==> config.mk <==
export PLATFORM = sky130hd
export DESIGN_NAME = adc_sweep_dma
export DESIGN_NICKNAME = d
export VERILOG_FILES = /design/src/rtl/adc_sweep_pkg.sv /design/src/rtl/adc_sweep_ctrl.sv /design/src/rtl/adc_sweep_mover.sv /design/src/rtl/adc_sweep_stat.sv /design/src/rtl/adc_sweep_dma.sv
export SDC_FILE = /design/constraint.sdc
export NUM_CORES = 1
export LEC_CHECK = 0
export ABC_AREA = 1
export BUFFER_PORTS_ARGS = -buffer_cell sky130_fd_sc_hd__buf_4
export CORE_MARGIN = 4
export CORE_UTILIZATION = 47
export CTS_CLUSTER_SIZE = 14
export DETAILED_ROUTE_END_ITERATION = 7
export PLACE_DENSITY_LB_ADDON = 0.05
export SYNTH_ARGS = -nofsm -noshare
export SYNTH_HDL_FRONTEND = slang
export SYNTH_SLANG_ARGS = --single-unit
==> constraint.sdc <==
create_clock -name clk -period 1.5 [get_ports clk]
set_clock_uncertainty 0.05 [all_clocks]
set_input_delay 0.225 -clock clk [delete_from_list [all_inputs] [get_ports clk]]
set_output_delay 0.225 -clock clk [all_outputs]
set_load 0.03 [all_outputs]
==> src/rtl/adc_sweep_pkg.sv <==
package adc_sweep_pkg;

  typedef enum logic [1:0] {
    SEQ_IDLE,
    SEQ_KICK,
    SEQ_CONV,
    SEQ_MOVE
  } seq_state_t;

  // A channel-count code is usable only up to the highest wired channel.
  function automatic logic code_ok(input int code, input int max_last);
    return (code >= 0) && (code <= max_last);
  endfunction

  // Byte address of one beat of one channel's result.
  function automatic int beat_addr(input int base, input int ch,
                                   input int nbytes, input int beat);
    return base + ch * nbytes + beat;
  endfunction

endpackage

==> src/rtl/adc_sweep_ctrl.sv <==
module adc_sweep_ctrl
  import adc_sweep_pkg::*;
#(
  parameter int CW       = 4,
  parameter int MAX_LAST = 11
) (
  input  logic          clk,
  input  logic          rst_n,
  input  logic          en,
  input  logic [CW-1:0] last_ch,
  input  logic          conv_done,
  input  logic          xfer_done,
  output logic          conv_start,
  output logic [CW-1:0] cur_ch,
  output logic [CW-1:0] last_q,
  output logic          xfer_go,
  output logic          sweep_done,
  output logic          seq_idle
);

  seq_state_t state;
  logic       code_valid;
  logic       at_last;

  assign code_valid = code_ok(int'(last_ch), MAX_LAST);
  assign at_last    = (cur_ch == last_q);
  assign conv_start = (state == SEQ_KICK);
  assign xfer_go    = (state == SEQ_CONV) && conv_done;
  assign sweep_done = (state == SEQ_MOVE) && xfer_done && at_last;
  assign seq_idle   = (state == SEQ_IDLE);

  always_ff @(posedge clk or negedge rst_n) begin
    if (!rst_n) begin
      state  <= SEQ_IDLE;
      cur_ch <= '0;
      last_q <= '0;
    end else begin
      case (state)
        SEQ_IDLE: begin
          if (en && code_valid) begin
            last_q <= last_ch;
            cur_ch <= '0;
            state  <= SEQ_KICK;
          end
        end
        SEQ_KICK: state <= SEQ_CONV;
        SEQ_CONV: begin
          if (conv_done) state <= SEQ_MOVE;
        end
        SEQ_MOVE: begin
          if (xfer_done) begin
            if (!en) begin
              cur_ch <= '0;
              state  <= SEQ_IDLE;
            end else if (at_last) begin
              cur_ch <= '0;
              if (code_valid) begin
                last_q <= last_ch;
                state  <= SEQ_KICK;
              end else begin
                state <= SEQ_IDLE;
              end
            end else begin
              cur_ch <= cur_ch + CW'(1);
              state  <= SEQ_KICK;
            end
          end
        end
        default: state <= SEQ_IDLE;
      endcase
    end
  end

endmodule

==> src/rtl/adc_sweep_mover.sv <==
module adc_sweep_mover
  import adc_sweep_pkg::*;
#(
  parameter int AW = 8,
  parameter int CW = 4,
  parameter int DW = 16
) (
  input  logic          clk,
  input  logic          rst_n,
  input  logic          go,
  input  logic [CW-1:0] ch,
  input  logic [AW-1:0] base_addr,
  input  logic [DW-1:0] conv_data,
  input  logic          mem_ack,
  output logic          mem_we,
  output logic [AW-1:0] mem_addr,
  output logic [7:0]    mem_wdata,
  output logic          done
);

  localparam int NB = DW / 8;
  localparam int BW = (NB > 1) ? $clog2(NB) : 1;

  logic          busy;
  logic [BW-1:0] beat;
  logic [DW-1:0] data_q;
  logic [AW-1:0] addr0_q;
  logic          last_beat;

  assign last_beat = (int'(beat) == NB - 1);
  assign mem_we    = busy;
  assign mem_addr  = addr0_q + AW'(beat);
  assign mem_wdata = data_q[int'(beat)*8 +: 8];
  assign done      = busy && mem_ack && last_beat;

  always_ff @(posedge clk or negedge rst_n) begin
    if (!rst_n) begin
      busy    <= 1'b0;
      beat    <= '0;
      data_q  <= '0;
      addr0_q <= '0;
    end else if (go) begin
      busy    <= 1'b1;
      beat    <= '0;
      data_q  <= conv_data;
      addr0_q <= AW'(beat_addr(int'(base_addr), int'(ch), NB, 0));
    end else if (busy && mem_ack) begin
      if (last_beat) busy <= 1'b0;
      else           beat <= beat + BW'(1);
    end
  end

endmodule

==> src/rtl/adc_sweep_stat.sv <==
module adc_sweep_stat #(
  parameter int CW = 4
) (
  input  logic          clk,
  input  logic          rst_n,
  input  logic [CW-1:0] cur_ch,
  input  logic          set_adc,
  input  logic          set_1,
  input  logic          set_0,
  input  logic          rd,
  output logic [CW+3:0] stat_q
);

  localparam int NF = 3;

  logic [NF-1:0] set_vec;
  logic [NF-1:0] flags;

  assign set_vec = {set_adc, set_1, set_0};

  for (genvar i = 0; i < NF; i++) begin : g_flag
    always_ff @(posedge clk or negedge rst_n) begin
      if (!rst_n)          flags[i] <= 1'b0;
      else if (set_vec[i]) flags[i] <= 1'b1;
      else if (rd)         flags[i] <= 1'b0;
    end
  end

  assign stat_q = {cur_ch, 1'b0, flags};

endmodule

==> src/rtl/adc_sweep_dma.sv <==
module adc_sweep_dma #(
  parameter int AW       = 8,
  parameter int CW       = 4,
  parameter int DW       = 16,
  parameter int MAX_LAST = 11
) (
  input  logic          clk,
  input  logic          rst_n,
  input  logic          en,
  input  logic [CW-1:0] last_ch,
  input  logic [AW-1:0] base_addr,
  output logic          conv_start,
  output logic [CW-1:0] conv_ch,
  input  logic          conv_done,
  input  logic [DW-1:0] conv_data,
  output logic          mem_we,
  output logic [AW-1:0] mem_addr,
  output logic [7:0]    mem_wdata,
  input  logic          mem_ack,
  input  logic          irq_ev1,
  input  logic          irq_ev0,
  input  logic          stat_rd,
  output logic [CW+3:0] stat_q
);

  logic [CW-1:0] cur_ch;
  logic [CW-1:0] sweep_last;
  logic          xfer_go;
  logic          xfer_done;
  logic          sweep_done;
  logic          seq_idle;

  adc_sweep_ctrl #(.CW(CW), .MAX_LAST(MAX_LAST)) u_ctrl (
    .clk(clk), .rst_n(rst_n), .en(en), .last_ch(last_ch),
    .conv_done(conv_done), .xfer_done(xfer_done),
    .conv_start(conv_start), .cur_ch(cur_ch), .last_q(sweep_last),
    .xfer_go(xfer_go), .sweep_done(sweep_done), .seq_idle(seq_idle)
  );

  adc_sweep_mover #(.AW(AW), .CW(CW), .DW(DW)) u_mover (
    .clk(clk), .rst_n(rst_n), .go(xfer_go), .ch(cur_ch),
    .base_addr(base_addr), .conv_data(conv_data), .mem_ack(mem_ack),
    .mem_we(mem_we), .mem_addr(mem_addr), .mem_wdata(mem_wdata),
    .done(xfer_done)
  );

  adc_sweep_stat #(.CW(CW)) u_stat (
    .clk(clk), .rst_n(rst_n), .cur_ch(cur_ch), .set_adc(sweep_done),
    .set_1(irq_ev1), .set_0(irq_ev0), .rd(stat_rd), .stat_q(stat_q)
  );

  assign conv_ch = cur_ch;

endmodule

==> results_dict.tcl <==
set metrics [dict create \
    drt-pass1-iter-count 4 \
    die-width_um 77.2 \
    clk_pin_slew_ns 0.09 \
    synth_seq_cells 39 \
    syn_inst 297 \
    cp.required_ns 1.22 \
    synth-xor-area-share_pct 2.34 \
    hpwl_mm 3.84 \
    whs_endpoint "u_mover.addr0_q[0]$_DFFE_PN0P_" \
    route.met2.wl_mm 2.74 \
    drv_cap 0 \
    ir_worst_vdd_mv 1.36 \
    period_share_pct 129 \
    final_antenna_net_count 0 \
    areaGrowthSynthToFinish_pct 51.2 \
    ios 66 \
    layout-drive-gt1-share_pct 40.2 \
    synth_fa_ha_area_share_pct 7.57 \
    r2r_slack_ns -0.06 \
    report.final.slew_viol_count 0 \
    cp.arrival_ns 1.66 \
    fin_total_pwr_mw 6.97 \
    synth_top_cell_area_share_pct 43.4 \
    cp_max_fo 2 \
    reg2reg_to "u_ctrl.cur_ch[2]$_DFFE_PN0P_" \
    clock_sinks 39 \
    hold_path_class "input pin to flip-flop" \
    num_vias 2140 \
    grt_pass1_vias 2112 \
    routed_wl_mm 5.62 \
    grt_start_max_net_pins 40 \
    synth_fp_nets 346 \
    cts_tree "built" \
    port_buffers 64 \
    rsz0062_at_grt "true" \
    row_count 24 \
    min_period_ns 1.93 \
    yosys.area_share.simple_pct 33.3 \
    gp_congestion 0.817 \
    cts_buffers 5 \
    leakage_nw 1.81 \
    clock.fmax_mhz 517 \
    wl_per_cell_um 12.7 \
    cpMaxStageDelayCell "dfrtp_1" \
    ys_warn_count 0 \
    placed_cell_area_um2 3000 \
    final_net_count 439 \
    dieArea_um2 5950 \
    r2r_cells 10 \
    violations "setup timing" \
    r2r_start "u_mover.beat$_DFFE_PN0P_" \
    synth-edff-count 0 \
    initial_core_util_pct 49.9 \
    antenna_cells 0 \
    synthFlopType "dfrtp_1" \
    startpoint_type "flip-flop" \
    worstHoldPathCells 3 \
    antenna_found_initial 0 \
    htreeDepth 2 \
    topRoutingLayerUsed "met4" \
    synth.area.mux_share_pct 0 \
    final_cell_area_um2 3400 \
    clock-root-buffer "clkbuf_8" \
    setup_viol 25 \
    track_usage_pct 19.1 \
    synthArstFlopShare_pct 100 \
    worst_slack_ns -0.435 \
    hold_path_startpoint "base_addr[0]" \
    yosysTopAreaCell "dfrtp_1" \
    drt-initial-drc-count 107 \
    ys_seq_area_share_pct 43.4 \
    coreArea_um2 4500 \
    grt_pass1_wl_mm 9.34 \
    cpPeakStageDelay_ns 0.42 \
    synth_top_family_by_area "simple AND/OR/NAND/NOR gates" \
    cpLargestDelayFamily "flip-flops" \
    clockBufferDepth 2 \
    grt_overflow_total 0 \
    crit_buf_inv 1 \
    ys_types 29 \
    endpoint_kind "primary output" \
    synthTopCellsByArea "dfrtp_1 43%, nand2_1 22%, ha_1 6.7%" \
    critical_path_class "flip-flop to primary output" \
    via_per_inst 4.83 \
    powerDensity_nw_per_um2 2050 \
    hold_viol 0 \
    insertion_delay_ns 0.29 \
    worstPathCellList "ha_4 -> nand3_4 -> nor2_4 -> nand4_1 -> xnor2_4 -> buf_6" \
    syn_avg_cell_area_um2 7.57 \
    wl_met3_um 275 \
    syn_area_um2 2250 \
    met1Wirelength_mm 2.54 \
    post-route-drc-count 0 \
    status "finished, violations left" \
    synth_compound_area_share_pct 5.23 \
    die_h_um 77.2 \
]
[report_power, final]
group          internal (mW)  leakage (nW)  switching, mW
Sequential              1.50         0.482          0.367
Clock                  0.328        0.0452          0.374
Combinational           1.88          1.29           2.52
[stage by stage]
stage | TNS [ns] | setup WS, ns | util [%] | instances | hold WS, ns
CTS | -3.63 | -0.381 | 71.3 | 435 | 0.0668
finish | -3.94 | -0.435 | 75.5 | 443 | 0.0687
global route | -6.06 | -0.549 | 75.5 | 443 | 0.0702
detailed placement | -0.319 | -0.151 | 66.5 | 420 | 0.184
global placement | -0.225 | -0.121 | 66.5 | 420 | 0.183
floorplan | -0.383 | -0.129 | - | 297 | -0.121
[synthesized netlist by cell type (2+ instances only)]
cell      instances
dfrtp_1          39
o21ai_0           8
nand3_1          17
a21oi_1           6
ha_1             12
nor2_1           10
o21bai_1          3
nand2_1         130
nand2_2           5
inv_2             4
buf_2             2
o22ai_1           2
nand4_1           6
xor2_1            5
buf_4             5
inv_1            28
clkbuf_1          3
[worst max-delay path by stage]
| stage | start | end | slack, ns | cells after the start |
|---|---|---|---|---|
| floorplan | u_mover.beat$_DFFE_PN0P_ | mem_addr[6] | -0.13 | 5 |
| CTS | u_mover.beat$_DFFE_PN0P_ | mem_addr[7] | -0.38 | 6 |
| finish | u_mover.addr0_q[0]$_DFFE_PN0P_ | mem_addr[7] | -0.43 | 6 |
| global placement | u_mover.addr0_q[0]$_DFFE_PN0P_ | mem_addr[6] | -0.12 | 6 |
| global route | u_mover.addr0_q[0]$_DFFE_PN0P_ | mem_addr[7] | -0.55 | 6 |
| detailed placement | u_mover.addr0_q[0]$_DFFE_PN0P_ | mem_addr[6] | -0.15 | 6 |
[sequential cells by signal, summed over array words and instances (netlist names)]
register	flops
u_mover.addr0_q	8
u_mover.mem_we	1
u_mover.data_q	16
u_mover.beat	1
u_ctrl.last_q	4
u_ctrl.state	2
u_ctrl.cur_ch	4
u_stat.stat_q	3
[tightest hold or removal path: stages]
cell	delay [ns]
buf_4	0.08
nand2_1	0.04
nand2_1	0.04
[placed cells by master (no fill, tap or decap), types with 4 or more instances in the layout]
cell / instances
buf_4: 76
ha_1: 6
nand3_1: 11
clkbuf_8: 5
nand2_2: 11
nand3_2: 4
dfrtp_1: 37
ha_4: 5
inv_1: 24
o21ai_0: 6
nand2_1: 123
inv_2: 6
buf_6: 18
nor2_1: 7
nand4_1: 6
[area by class of cell]
cell class / count / area [um^2]
Multi-Input combinational cell: 216 / 1350
Fill cell: 372 / 1100
Sequential cell: 39 / 978
Timing Repair Buffer: 96 / 798
Inverter: 32 / 126
Clock buffer: 6 / 72.6
Tap cell: 52 / 65.1
Clock inverter: 2 / 13.8
[per-layer routing]
metal,global-route usage [%],up-vias
li1,-,1100
met1,25.4,970
met2,31.4,64
met3,4.80,6
met4,3.74,0
met5,0,-
[timing repair]
item / CTS / global route
buffers inserted: 7 / 11
resized for setup: 19 / 36
endpoints found under the setup margin: 17 / 50
hold buffers: 1 / 0
endpoints found under the hold margin: 39 / 0
pin swaps: 12 / 14
[kinds of logic after synthesis]
logic type | Yosys count
simple gates | 175
buf+inv | 42
flops | 39
compound gates | 21
fa+ha+maj | 13
xor+xnor | 6
other cells | 1
No activity file was read; power rests on OpenSTA's default activity.
